[src/rtl/bsp_pkg.sv]
package bsp_pkg;

  localparam int CTRL_W       = 3;
  localparam int CB_UNPRIV    = 0;
  localparam int CB_STACKSEL  = 1;
  localparam int CB_FPCTX     = 2;
  localparam int RC_PROC      = 0;
  localparam int RC_THREAD    = 1;

  typedef struct packed {
    logic fpctx;
    logic stacksel;
    logic unpriv;
  } ctrl_t;

  function automatic logic f_use_proc(input logic handler, input logic stacksel);
    return ~handler & stacksel;
  endfunction

  function automatic logic f_priv(input logic handler, input logic unpriv);
    return handler | ~unpriv;
  endfunction

endpackage

[src/rtl/bsp_ctrl_reg.sv]
module bsp_ctrl_reg
  import bsp_pkg::*;
#(
  parameter bit FP_PRESENT = 1'b1
) (
  input  logic              clk,
  input  logic              rst_n,
  input  logic              handler_mode,
  input  logic              wr_en,
  input  logic [CTRL_W-1:0] wr_data,
  input  logic              exc_entry,
  input  logic              exc_ret,
  input  logic [1:0]        ret_code,
  output ctrl_t             ctrl_q,
  output logic              wr_accept,
  output logic              wr_drop,
  output logic              ret_to_thread
);

  ctrl_t ctrl_d;
  logic  may_write;

  assign may_write     = f_priv(handler_mode, ctrl_q.unpriv);
  assign wr_accept     = wr_en & may_write;
  assign wr_drop       = wr_en & ~may_write;
  assign ret_to_thread = exc_ret & ret_code[RC_THREAD];

  always_comb begin
    ctrl_d = ctrl_q;
    if (wr_accept) begin
      ctrl_d.unpriv = wr_data[CB_UNPRIV];
      if (!handler_mode) ctrl_d.stacksel = wr_data[CB_STACKSEL];
      ctrl_d.fpctx = wr_data[CB_FPCTX];
    end
    if (ret_to_thread) ctrl_d.stacksel = ret_code[RC_PROC];
    if (exc_entry)     ctrl_d.fpctx    = 1'b0;
    if (!FP_PRESENT)   ctrl_d.fpctx    = 1'b0;
  end

  always_ff @(posedge clk) begin
    if (!rst_n) ctrl_q <= '0;
    else        ctrl_q <= ctrl_d;
  end

endmodule

[src/rtl/bsp_sp_bank.sv]
module bsp_sp_bank #(
  parameter int XLEN = 32
) (
  input  logic            clk,
  input  logic            rst_n,
  input  logic [XLEN-1:0] rst_vec_word,
  input  logic            wr_en,
  input  logic [XLEN-1:0] wr_data,
  input  logic            use_proc,
  output logic [XLEN-1:0] main_q,
  output logic [XLEN-1:0] proc_q,
  output logic            wr_main,
  output logic            wr_proc
);

  localparam int ALIGN_BITS = 2;

  function automatic logic [XLEN-1:0] f_align(input logic [XLEN-1:0] d);
    return {d[XLEN-1:ALIGN_BITS], {ALIGN_BITS{1'b0}}};
  endfunction

  assign wr_main = wr_en & ~use_proc;
  assign wr_proc = wr_en & use_proc;

  always_ff @(posedge clk) begin
    if (!rst_n)       main_q <= rst_vec_word;
    else if (wr_main) main_q <= f_align(wr_data);
  end

  // Process pointer has no defined reset value.
  always_ff @(posedge clk) begin
    if (rst_n && wr_proc) proc_q <= f_align(wr_data);
  end

endmodule

[src/rtl/bsp_view.sv]
module bsp_view
  import bsp_pkg::*;
#(
  parameter int XLEN       = 32,
  parameter bit FP_PRESENT = 1'b1
) (
  input  logic            handler_mode,
  input  ctrl_t           ctrl_q,
  input  logic [XLEN-1:0] main_q,
  input  logic [XLEN-1:0] proc_q,
  output logic            use_proc,
  output logic [XLEN-1:0] sp_rd,
  output logic [XLEN-1:0] ctrl_rd,
  output logic            priv
);

  localparam int PAD_W = XLEN - CTRL_W;

  logic fp_view;
  logic sel_view;

  assign use_proc = f_use_proc(handler_mode, ctrl_q.stacksel);
  assign sp_rd    = use_proc ? proc_q : main_q;
  assign priv     = f_priv(handler_mode, ctrl_q.unpriv);
  assign sel_view = ctrl_q.stacksel & ~handler_mode;

  generate
    if (FP_PRESENT) begin : g_fp
      assign fp_view = ctrl_q.fpctx;
    end else begin : g_nofp
      assign fp_view = 1'b0;
    end
  endgenerate

  assign ctrl_rd = {{PAD_W{1'b0}}, fp_view, sel_view, ctrl_q.unpriv};

endmodule

[src/rtl/banked_sp_unit.sv]
module banked_sp_unit
  import bsp_pkg::*;
#(
  parameter int XLEN       = 32,
  parameter bit FP_PRESENT = 1'b1
) (
  input  logic              clk,
  input  logic              rst_n,
  input  logic [XLEN-1:0]   rst_vec_word,
  input  logic              handler_mode,
  input  logic              sp_wr_en,
  input  logic [XLEN-1:0]   sp_wr_data,
  output logic [XLEN-1:0]   sp_rd,
  input  logic              ctrl_wr_en,
  input  logic [CTRL_W-1:0] ctrl_wr_data,
  output logic [XLEN-1:0]   ctrl_rd,
  output logic              priv,
  input  logic              exc_entry,
  input  logic              exc_ret,
  input  logic [1:0]        ret_code
);

  ctrl_t           ctrl_q;
  logic            ctrl_wr_accept;
  logic            ctrl_wr_drop;
  logic            ret_to_thread;
  logic            use_proc;
  logic [XLEN-1:0] main_q;
  logic [XLEN-1:0] proc_q;
  logic            sp_wr_main;
  logic            sp_wr_proc;

  bsp_ctrl_reg #(.FP_PRESENT(FP_PRESENT)) u_ctrl (
    .clk          (clk),
    .rst_n        (rst_n),
    .handler_mode (handler_mode),
    .wr_en        (ctrl_wr_en),
    .wr_data      (ctrl_wr_data),
    .exc_entry    (exc_entry),
    .exc_ret      (exc_ret),
    .ret_code     (ret_code),
    .ctrl_q       (ctrl_q),
    .wr_accept    (ctrl_wr_accept),
    .wr_drop      (ctrl_wr_drop),
    .ret_to_thread(ret_to_thread)
  );

  bsp_sp_bank #(.XLEN(XLEN)) u_bank (
    .clk         (clk),
    .rst_n       (rst_n),
    .rst_vec_word(rst_vec_word),
    .wr_en       (sp_wr_en),
    .wr_data     (sp_wr_data),
    .use_proc    (use_proc),
    .main_q      (main_q),
    .proc_q      (proc_q),
    .wr_main     (sp_wr_main),
    .wr_proc     (sp_wr_proc)
  );

  bsp_view #(.XLEN(XLEN), .FP_PRESENT(FP_PRESENT)) u_view (
    .handler_mode(handler_mode),
    .ctrl_q      (ctrl_q),
    .main_q      (main_q),
    .proc_q      (proc_q),
    .use_proc    (use_proc),
    .sp_rd       (sp_rd),
    .ctrl_rd     (ctrl_rd),
    .priv        (priv)
  );

endmodule

[config.mk]
export PLATFORM = sky130hd
export DESIGN_NAME = banked_sp_unit
export DESIGN_NICKNAME = d
export VERILOG_FILES = /design/src/rtl/bsp_pkg.sv /design/src/rtl/bsp_ctrl_reg.sv /design/src/rtl/bsp_sp_bank.sv /design/src/rtl/bsp_view.sv /design/src/rtl/banked_sp_unit.sv
export SDC_FILE = /design/constraint.sdc
export NUM_CORES = 1
export LEC_CHECK = 0
export ABC_AREA = 1
export BUFFER_PORTS_ARGS = -buffer_cell sky130_fd_sc_hd__buf_2
export CAP_MARGIN = 30
export CORE_MARGIN = 1.5
export CORE_UTILIZATION = 51
export CTS_BUF_LIST = sky130_fd_sc_hd__clkbuf_16
export DETAILED_ROUTE_END_ITERATION = 6
export GPL_TIMING_DRIVEN = 0
export PLACE_DENSITY = 0.92
export SYNTH_ARGS = -nofsm -noshare
export SYNTH_HDL_FRONTEND = slang
export SYNTH_SLANG_ARGS = --single-unit
[constraint.sdc]
create_clock -name clk -period 9 [get_ports clk]
set_input_delay 0.45 -clock clk [delete_from_list [all_inputs] [get_ports clk]]
set_output_delay 0.45 -clock clk [all_outputs]
set_load 0.03 [all_outputs]
==> Yosys cells after proc, flatten, opt, wreduce, memory -nomap -nowiden <==
Index checks and enable logic that the tools add are counted.
{ "op_classes": {"eq_ne": 2, "mux": 6, "n_bitwise": 10, "reduce_logical": 4} }
{ "ops": {"columns": ["cell", "count"], "rows": [
  ["32-bit two-way mux", 3],
  ["1-bit AND", 5],
  ["2-bit by 1-bit inequality test with 1-bit output (second input constant)", 2],
  ["1-bit NOT", 4],
  ["1-bit two-way mux", 2],
  ["2-bit two-way mux", 1],
  ["2-bit AND reduction", 1],
  ["2-bit nonzero test", 1],
  ["2-bit OR reduction", 1],
  ["1-bit logical AND", 1],
  ["1-bit OR", 1]
]} }
{ "totals": {"register_bits": 65, "input_bits": 76} }

==> Longest topological paths before layout <==
Gate-level depths: netlist (run 1).
{ "logic_depth": {"depth_word": 6, "depth_mapped": 6, "depth_no_buf": 6} }

==> By module <==
A second synthesis (run 1) with hierarchy kept.
{ "unflattened": {"hier_cells": 344, "hier_area_um2": 3360.7} }
{ "by_module_without_submodules": {"columns": ["mod", "n_inst", "cells_each", "area_each_um2", "seq_area_each_um2"], "rows": [
  ["bsp_sp_bank", 1, 174, 2378.5, 1861.8],
  ["bsp_view", 1, 143, 814.5, 0.0],
  ["bsp_ctrl_reg", 1, 27, 167.7, 60.1]
]} }

==> Worst setup path before layout (run 1) <==
No wires, ideal clock.
{ "synth_path": {"kind": "in2reg", "startpoint": "in handler_mode", "endpoint": "reg u_bank.main_q[0] (enable)", "setup_time_ps": 466, "t_arrival_ps": 2917, "t_required_ps": 8534, "path_slack_ps": 5617, "stages": 4, "n_path_buf": 0, "path_cell_list": "inv_2 nand2_4 inv_4 o21ai_0"} }
{ "synth_between": {"elab_chain_cells": 5} }
{ "synth_lines": {"columns": ["element", "line", "text"], "rows": [
  ["start, declared", "banked_sp_unit.sv:10", "input logic handler_mode,"],
  ["1-bit NOT", "bsp_pkg.sv:17", "return ~handler & stacksel;"],
  ["1-bit AND", "bsp_pkg.sv:17", null],
  ["1-bit NOT", "bsp_sp_bank.sv:22", "assign wr_main = wr_en & ~use_proc;"],
  ["1-bit AND", "bsp_sp_bank.sv:22", null],
  ["2-bit by 1-bit inequality test with 1-bit output (no source line)", null, null],
  ["end signal, assigned", "bsp_sp_bank.sv:26", "if (!rst_n) main_q <= rst_vec_word;"],
  ["end signal, assigned", "bsp_sp_bank.sv:27", "else if (wr_main) main_q <= f_align(wr_data);"],
  ["end, declared", "bsp_sp_bank.sv:10", "output logic [XLEN-1:0] main_q,"]
]} }
Every way passes these cells.
A chain may end at the register's enable or synchronous reset.

==> Final worst setup path (run 1) <==
{ "layout_path": {"startpoint": "reg u_ctrl.ctrl_q[1] (netlist name)", "endpoint": "out sp_rd[2]"} }
{ "layout_between": {"elab_chain_cells": 2} }
{ "layout_lines": {"columns": ["element", "line", "text"], "rows": [
  ["1-bit AND", "bsp_pkg.sv:17", null],
  ["32-bit two-way mux", "bsp_view.sv:23", "assign sp_rd = use_proc ? proc_q : main_q;"],
  ["end, declared", "banked_sp_unit.sv:13", "output logic [XLEN-1:0] sp_rd,"]
]} }
Every way passes these cells.

==> run metrics, run 1 <==
total of max-cap violations 0; Clock H-tree levels 3; number of buffers created by CTS 9; clock tree root buffer cell clkbuf_16; r2r worst-path depth 4; Initial Util 52.5%; Core Area just under 0.006 sq mm; Crit-path slowest cell dfxtp_1; sequential-to-total area share from yosys stat between 60% and 70%; ANT nets after route 0; CTS tree done; Site Rows 28; GRT Util Overall 21.7%; WHS Endpoint u_bank.proc_q[9]; number of hold buffers added after cts 0; DRT Pass-1 Iters 5; Power, Total roughly 0.83 mW; CP bufs+invs 3; CP Data Required Time around 8.6 ns; RSZ-0062 raised after global routing no; vias in the first global route between 2k and 2.5k; GRT Residual Overflow 0; Post-Synth Simple-Gate Area 24.6%; Worst Setup Start Kind flip-flop; status finished, final reports clean; Primary FF master, synth edfxtp_1; layout cell share with drive strength beyond 1 a little over a third; number of synthesized register bits between 60 and 70; Critical Path End Type output port; Post-synth EDFFs a little over 60; # nets final about 550; chip height around 81 microns; Async SR Flop Fraction 0%; Leak around 2.2 nW; Slew headroom 43.8%; post-synth top area cell edfxtp_1; Crit path largest cell delay between 0.3 and 0.4 ns; Worst Tran Pin Value 0.838 ns; die span in x about 81 microns; Worst IR Drop VDD approximately 0.00013 V; Mapped Area 0.00311 sq mm; TNS Setup 0 ns; Final GP Congestion about 0.8; largest net degree at the start of global routing 18; first-pass GRT wire length 10.3 mm; initial antenna violation count 0; HP Start sp_wr_data[9]; vias post-DR about 2.6k; Post-Synth Adder-Cell Area 0%; Ant. Diodes 0; final WL 6.83 mm; port bufs between 100 and 150; Synth top area share around three fifths; Hold Path Cell Cnt 1; top cells by count, synth nand2_1, edfxtp_1, buf_4; fmax about 540 MHz; Max Slew Vio Count 0; HP Class primary input to flip-flop; critical register-to-register path startpoint u_ctrl.ctrl_q[1]; crit path cell chain nand2_4 > inv_4 > buf_6 > nand2_1 > nand2_1 > buf_2; Post-Route Skew about 0.0058 ns; Clock transition at path regs 0.05 ns; largest family of logic cells by synthesized area simple AND/OR/NAND/NOR gates; number of I/O pins roughly 140; final design utilization 71.0%; Synth Area in Compound Gates less than 1%; critical path arrival about 1.4 ns; Die Area around 0.0066 sq mm; synth top area cells edfxtp_1, nand2_1, buf_4; XOR/XNOR Fraction of Synth Area 0%; Pwr Density 197 mW/mm^2; CTS Sinks between 60 and 70; area grow syn2layout 35.1%; wire length per cell about 12 microns; setup bufs post-CTS 0; final setup vio count 0; CP top delay family buffers and inverters; crit path from u_ctrl.ctrl_q[1]; Tmin final roughly 1.8 ns; Clock Latency Late Sink approximately 0.32 ns; final period utilization between 20% and 30%; CP Class flip-flop to output port; clock tree buffer depth 2; DRT iter0 DRCs 85; Vias/cell about 4.6; synth unique cells 18; Final HPWL DP about 5.0 mm; Gate Count Post-Synth 326; DRC errors left 0; Critical Path Fanout Max 10; CP dominant cell by count nand2_1; Reg2Reg Setup Slack around 7.2 ns; final hold violations 0; Avg Cell Area, Syn 9.54 sq um; cts repair resizes 0; Reg2Reg Capture Point u_bank.proc_q[3]; mux contribution to synthesized area 0%; Synthesis Warnings 0; count leader, synth nand2_1
==> final cells by class <==
cell class | instances | area [sq um]
Inverter | 11 | 46.3
Timing Repair Buffer | 111 | 598
Tap cell | 75 | 93.8
Clock buffer | 9 | 225
Multi-Input combinational cell | 233 | 910
Sequential cell | 65 | 1920
Clock inverter | 7 | 53.8
Buffer | 45 | 354
Fill cell | 442 | 1720
==> logic make-up after synthesis <==
kind of cell,count (synthesis)
other,1
AO/OA/AOI/OAI,4
flip-flops,65
AND/OR/NAND/NOR,200
buffers and inverters,56
==> per-stage QoR <==
step | instances | cell area (sq um) | hold slack [ns] | setup WS (ns)
CTS | 556 | 4200 | 0.316 | 7.15
detailed placement | 540 | 3920 | 0.479 | 6.95
finish | 556 | 4200 | 0.320 | 7.16
global placement | 537 | 3850 | 0.472 | 4.27
floorplan | 354 | 3220 | 0.453 | 5.62
global route | 556 | 4200 | 0.309 | 7.05
==> metal layers <==
layer / wire [microns] / vias to the layer above / share of wire [%] / GRT usage, %
li1: - / 1275 / - / -
met5: 0 / - / 0 / 0
met3: 580 / 14 / 8.5 / 7.64
met1: 2410 / 1142 / 35 / 22.4
met2: 3720 / 128 / 54 / 38.8
met4: 119 / 0 / 1.7 / 10.5
==> report_power, final <==
group	switching [mW]	internal [mW]
logic	0.0985	0.0515
clock network	0.113	0.208
registers	0.00446	0.351
total	0.216	0.611
==> placed cells by master (no fill, tap or decap) <==
cell type,count
nand4_1,1
clkinv_2,1
buf_6,7
nor2_1,10
edfxtp_1,62
o21ai_1,1
clkbuf_16,9
inv_2,1
a21oi_1,1
inv_4,2
buf_16,1
dfxtp_1,3
nand2_1,185
nand3_1,2
buf_2,112
o21ai_0,1
clkinv_1,3
buf_8,2
nand2_4,1
conb_1,29
o21ai_4,1
buf_4,34
nor3_2,1
inv_1,10
bufinv_16,1
==> registers in the layout, summed over array words and instances (netlist names) <==
register,cells
u_ctrl.ctrl_q,3
u_bank.proc_q,30
u_bank.main_q,32
==> how the worst max path moves through the flow <==
stage | slack (ns) | cells after the start | to
final | 7.16 | 6 | sp_rd[2]
after detailed placement | 6.95 | 6 | u_bank.proc_q[30]
after global placement | 4.27 | 5 | u_bank.main_q[8]
after floorplan | 5.62 | 4 | u_bank.main_q[0]
after global routing | 7.05 | 5 | sp_rd[2]
after CTS | 7.15 | 6 | sp_rd[15]
No activity file was read; power rests on OpenSTA's default activity.
==> run 2, diff against run 1 <==
--- a/config.mk
+++ b/config.mk
@@ -5,15 +5,15 @@
 export SDC_FILE = /design/constraint.sdc
 export NUM_CORES = 1
 export LEC_CHECK = 0
-export ABC_AREA = 1
+export ABC_AREA = 0
 export BUFFER_PORTS_ARGS = -buffer_cell sky130_fd_sc_hd__buf_2
 export CAP_MARGIN = 30
 export CORE_MARGIN = 1.5
-export CORE_UTILIZATION = 51
+export CORE_UTILIZATION = 47
 export CTS_BUF_LIST = sky130_fd_sc_hd__clkbuf_16
 export DETAILED_ROUTE_END_ITERATION = 6
 export GPL_TIMING_DRIVEN = 0
-export PLACE_DENSITY = 0.92
+export PLACE_DENSITY = 0.86
 export SYNTH_ARGS = -nofsm -noshare
 export SYNTH_HDL_FRONTEND = slang
 export SYNTH_SLANG_ARGS = --single-unit
==> constraint.sdc (replaced) <==
create_clock -name clk -period 1.8 [get_ports clk]
set_input_delay 0.09 -clock clk [delete_from_list [all_inputs] [get_ports clk]]
set_output_delay 0.09 -clock clk [all_outputs]
set_load 0.03 [all_outputs]
==> run 2 against run 1 <==
Compared with the run above: total power increased to 4.8 times the previous value; clock power increased to 4.4 times the previous value; global-route usage decreased by 3.3 points; routed wire length decreased by 4.5%; cell count decreased by 8.1%; via count decreased by 10%; count of clock-buffer cells in the layout unchanged; critical path depth decreased by 2; critical path type is now flip-flop to flip-flop; largest cell class unchanged.
==> run metrics, run 2 <==
Post-Synth Simple-Gate Area ~14%; sequential-to-total area share from yosys stat 61.6%; Initial Util about half; Pwr Density around 900 mW/mm^2; GRT Util Overall around 18%; ANT nets after route 0; Synth top area share ~60%; Gate Count Post-Synth approximately 250; most frequent cells in the layout buf_2, nand2_1, edfxtp_1, buf_4, dlygate4sd3_1; synth unique cells 20; filler cell count about 470; placed cells 465; Crit-path slowest cell and3_2; first-pass GRT wire length ~10 mm; top cells by count, synth nand2_1, edfxtp_1, buf_4; final setup vio count 0; synth top area cells edfxtp_1, nand2_1, mux2_2; post-synth top area cell edfxtp_1; number of I/O pins 141; largest net degree at the start of global routing 31; Post-Route Skew just under 0.005 ns; Site Rows 29; port bufs roughly 110; Regs by FF count u_bank.main_q x32, u_bank.proc_q x30, u_ctrl.ctrl_q x3; status finished, final reports clean; fmax ~600 MHz; Synth Area in Compound Gates 1.04%; CTS tree done; largest register by flop count u_bank.main_q; mux contribution to synthesized area approximately an eighth; clock tree root buffer cell clkbuf_16; Clock transition at path regs ~0.05 ns; Slew headroom 50.2%; Ant. Diodes 0; XOR/XNOR Fraction of Synth Area 0%; Post-synth EDFFs 62; final period utilization roughly 90%; Tmin final 1.67 ns; Worst IR Drop VDD between 0.0006 and 0.0007 V; crit path cell chain nand2b_1 > buf_6 > inv_6 > and3_2; Post-Synth Adder-Cell Area 0%; die span in x between 80 and 90 microns; vias in the first global route approximately 2.2k; Final GP Congestion between 0.6 and 0.7; clock tree buffer depth 2; CP Data Required Time about 1.7 ns; Worst Setup Start Kind flip-flop; Async SR Flop Fraction 0%; HP Class primary input to flip-flop; Critical Path End Type flip-flop; CTS Sinks 65; Multi-input gate area approximately 940 sq um; Primary FF master, synth edfxtp_1; number of synthesized register bits 65; final hold violations 0; number of flip-flops in the largest register 32; Critical Path Fanout Max 30; Clock Latency Late Sink between 0.3 and 0.4 ns; GRT Residual Overflow 0; Mapped Area between 0.003 and 0.004 sq mm; CP Class flip-flop to flip-flop; TNS Setup 0 ns; Clock H-tree levels 3; total of max-cap violations 0; final WL 6.52 mm; Worst Tran Pin Value 0.747 ns; wire length per cell between 10 and 15 microns; Die Area roughly 0.0071 sq mm; DRC errors left 0; Synthesis Warnings 0; Core Area about 0.0064 sq mm; largest family of logic cells by synthesized area simple AND/OR/NAND/NOR gates; Final Non-Filler Cells just over 500; vias post-DR 2298; count leader, synth nand2_1; RSZ-0062 raised after global routing no; commonest non-fill, non-tap cell in the layout buf_2; Vias/cell about 4.5; Avg Cell Area, Syn around 12 sq um; initial antenna violation count 0; area grow syn2layout 42.5%; # nets final between 500 and 600; Leak roughly 2.1 nW; chip height 84.5 microns; DRT iter0 DRCs 63; Max Slew Vio Count 0; DRT Pass-1 Iters 6; layout cell share with drive strength beyond 1 approximately 45%; Final HPWL DP 4.34 mm; Crit path largest cell delay just under 0.7 ns; Sequential Area 0.00192 sq mm; number of buffers created by CTS 9; critical path arrival 1.60 ns
==> run 2: layout make-up <==
| cell class | count | area share, % |
|---|---|---|
| flip-flops and latches | 65 | 43.2 |
| plain buffers | 43 | 8.02 |
| inverters | 1 | 0.197 |
| repair buffers | 139 | 19.5 |
| well taps | 77 | 2.17 |
| clock inverters | 7 | 0.619 |
| clock buffers | 9 | 5.06 |
| multi-input cells | 170 | 21.2 |
==> run 2: final timing paths <==
check / from / to / slack [ns] / cells past startpoint
setup / recovery: u_ctrl.ctrl_q[1] / u_bank.proc_q[18] / 0.13 / 4
hold / removal: exc_entry / u_ctrl.ctrl_q[2] / 0.02 / 3
setup reg to reg: u_ctrl.ctrl_q[1] / u_bank.proc_q[18] / 0.13 / 4
hold reg to reg: u_ctrl.ctrl_q[1] / u_ctrl.ctrl_q[1] / 0.54 / 2
==> run 2: cells by family after synthesis <==
logic type	count (synthesis)
mux	31
simple gates	105
compound gates	5
other cells	1
flops	65
buf+inv	44
==> run 2: what timing repair did <==
| item | in CTS | in global routing |
|---|---|---|
| gates resized for setup | 1 | 0 |
| endpoints found under the setup margin | 14 | 0 |
| endpoints found under the hold margin | 30 | 0 |
| hold buffers | 30 | 0 |
| buffers inserted | 0 | 0 |
==> run 2: stage by stage <==
step	hold WS (ns)	setup WS, ns	util, %	total power [mW]	area [sq um]
floorplan	0.189	0.0492	-	2.32	3230
global placement	0.279	-0.378	60.5	2.51	3860
detailed placement	0.280	0.00347	60.9	2.54	3890
CTS	0.0219	0.0847	69.6	4.03	4450
global route	0.0371	0.0527	69.6	4.16	4450
finish	0.0234	0.131	69.6	3.99	4450
==> run 2: critical path, delay by kind of cell, from the launching register on <==
| family | cells | cell delay, ns |
|---|---|---|
| simple gates | 2 | 0.76 |
| buf+inv | 2 | 0.21 |
| flops | 1 | 0.32 |
==> run 2: routing by layer <==
| metal | vias up | global-route usage (%) | share of wire, % |
|---|---|---|---|
| met2 | 97 | 33.8 | 53 |
| met3 | 12 | 4.62 | 6.5 |
| met5 | - | 0 | 0 |
| met4 | 0 | 7.77 | 1.4 |
| li1 | 1151 | - | - |
| met1 | 1038 | 19.9 | 39 |
==> run 2: power by group <==
part	switching, mW	leakage [nW]	total (mW)	internal (mW)
registers	0.0218	0.621	1.77	1.75
logic	0.461	1.35	0.787	0.326
clock network	0.536	0.143	1.43	0.895
==> run 3, diff against run 2 <==
--- a/config.mk
+++ b/config.mk
@@ -8,9 +8,12 @@
 export ABC_AREA = 0
 export BUFFER_PORTS_ARGS = -buffer_cell sky130_fd_sc_hd__buf_2
 export CAP_MARGIN = 30
+export CELL_PAD_IN_SITES_DETAIL_PLACEMENT = 1
+export CELL_PAD_IN_SITES_GLOBAL_PLACEMENT = 2
 export CORE_MARGIN = 1.5
-export CORE_UTILIZATION = 47
+export CORE_UTILIZATION = 29
 export CTS_BUF_LIST = sky130_fd_sc_hd__clkbuf_16
+export CTS_CLUSTER_SIZE = 30
 export DETAILED_ROUTE_END_ITERATION = 6
 export GPL_TIMING_DRIVEN = 0
 export PLACE_DENSITY = 0.86
==> run 3 against run 2 <==
Compared with the run above: register-to-register slack improved by 0.11 ns; first-iteration DRC count rose by 24%; worst hold slack lost 0.0045 ns; sequential cell count is the same; clock skew rose by 0.0017 ns; die area increased by 60%; setup slack better by 0.11 ns; critical path depth up 1; largest power group is now clock.
==> run metrics, run 3 (same netlist as run 2, synthesis figures left out) <==
Crit-path slowest cell nand2_4; largest net degree at the start of global routing 33; # nets final between 500 and 600; Clock Latency Late Sink roughly 0.32 ns; CTS Sinks between 60 and 70; vias in the first global route 2413; GRT Residual Overflow 0; Final Non-Filler Cells roughly 570; commonest non-fill, non-tap cell in the layout buf_2; number of buffers created by CTS 9; Post-Route Skew 0.00662 ns; area grow syn2layout 46.4%; port bufs about 110; Max Slew Vio Count 0; CP dominant cell by count buf_6; vias post-DR 2331; chip height around 110 microns; Crit path largest cell delay slightly below 0.4 ns; CP top delay family simple AND/OR/NAND/NOR gates; Final GP Congestion between 0.6 and 0.7; CTS tree done; RSZ-0062 raised after global routing no; Reg2Reg Setup Slack approximately 0.24 ns; layout cell share with drive strength beyond 1 between 40% and 50%; CP Class flip-flop to flip-flop; filler cell count approximately 1.2k; initial antenna violation count 0; placed cells 523; GRT Util Overall 13.5%; CP bufs+invs 2; fmax 642 MHz; Leak around 2.1 nW; Final Instance Area ~0.0046 sq mm; Worst Tran Pin Value ~0.50 ns; Ant. Diodes 0; final setup vio count 0; Critical Path End Type flip-flop; crit path cell chain nand2b_1 > buf_6 > buf_6 > nand2_1 > nand2_4; final period utilization between 80 and 90%; wire length per cell between 10 and 15 microns; DRT Pass-1 Iters 4; Worst Setup Start Kind flip-flop; first-pass GRT wire length around 12 mm; most frequent cells in the layout buf_2, nand2_1, edfxtp_1, buf_4, dlygate4sd3_1; ANT nets after route 0; Core Area about 0.010 sq mm; Site Rows 37; Die Area ~0.011 sq mm; status finished, final reports clean; Clock transition at path regs 0.06 ns; DRT iter0 DRCs 78; Initial Util roughly 30%; Regs by FF count u_bank.main_q x32, u_bank.proc_q x30, u_ctrl.ctrl_q x3; Vias/cell 4.10; Worst IR Drop VDD 0.000348 V; Clock H-tree levels 3; DRC errors left 0; Pwr Density approximately 960 mW/mm^2; final hold violations 0; Final HPWL DP a little over 5 mm; die span in x 107 microns; Slew headroom roughly two thirds; clock tree root buffer cell clkbuf_16; CP Data Required Time approximately 1.8 ns; number of I/O pins roughly 140; largest register by flop count u_bank.main_q; total of max-cap violations 0; critical path arrival ~1.5 ns; final WL 7.38 mm; clock tree buffer depth 2; HP Class primary input to flip-flop; dpl cell area about 0.004 sq mm; Critical Path Fanout Max 32; Tmin final 1.56 ns; number of flip-flops in the largest register 32
## run 3: cell types whose count changed in the layout (fill, tap and decap cells not counted), sizes merged
cell	before	now
clkinv	2	3
bufinv	0	2
inv	6	2
clkinvlp	0	1
buf	152	151
## run 3: worst min-delay path, cell delays in order
cell,delay (ns)
buf_2,0.07
nand2b_1,0.09
a21oi_1,0.04
## run 3: per-layer routing
metal,routed length [microns],vias up,GRT usage (%),share of wire (%)
met4,48,0,3.71,0.65
met3,513,5,4.68,7.0
met2,3830,84,24.2,52
met1,2980,1093,15.3,40
met5,0,-,0,0
li1,-,1149,-,-
## run 3: area by class of cell
| cell class | count | area, sq um | share of cell area (%) |
|---|---|---|---|
| Tap cell | 136 | 170 | 3.73 |
| Multi-Input combinational cell | 170 | 951 | 20.8 |
| Sequential cell | 65 | 1920 | 42.1 |
| Clock inverter | 7 | 93.8 | 2.05 |
| Buffer | 43 | 357 | 7.81 |
| Timing Repair Buffer | 138 | 841 | 18.4 |
| Inverter | 1 | 8.76 | 0.192 |
| Clock buffer | 9 | 225 | 4.93 |
## run 3: path summary, 6_finish.rpt
check,cells past startpoint,to,startpoint
min reg2reg,2,u_ctrl.ctrl_q[1],u_ctrl.ctrl_q[1]
max reg2reg,5,u_bank.main_q[13],u_ctrl.ctrl_q[1]
min,3,u_ctrl.ctrl_q[2],exc_entry
max,5,u_bank.main_q[13],u_ctrl.ctrl_q[1]
## run 3: stage by stage
step                      setup WS, ns  hold WS (ns)  power [mW]  utilization (%)  TNS, ns
after global routing             0.125        0.0163        4.60             44.1        0
after floorplan                 0.0492         0.189        2.32                -        0
final                            0.242        0.0189        4.39             44.1        0
after global placement          -0.490         0.280        2.53             38.0   -30.19
after CTS                      0.00821       0.00442        4.47             44.0        0
after detailed placement       -0.0514         0.281        2.55             38.0    -1.59
## run 3: timing repair
| item | CTS | global route |
|---|---|---|
| endpoints found under the setup margin | 32 | 30 |
| hold buffers | 30 | 0 |
| resized for setup | 1 | 1 |
| endpoints found under the hold margin | 30 | 0 |
| buffers inserted | 0 | 0 |
## run 3: power breakdown
part | switching, mW | total, mW | internal, mW
Combinational | 0.468 | 0.787 | 0.320
Sequential | 0.0198 | 1.77 | 1.75
Clock | 0.624 | 1.84 | 1.21
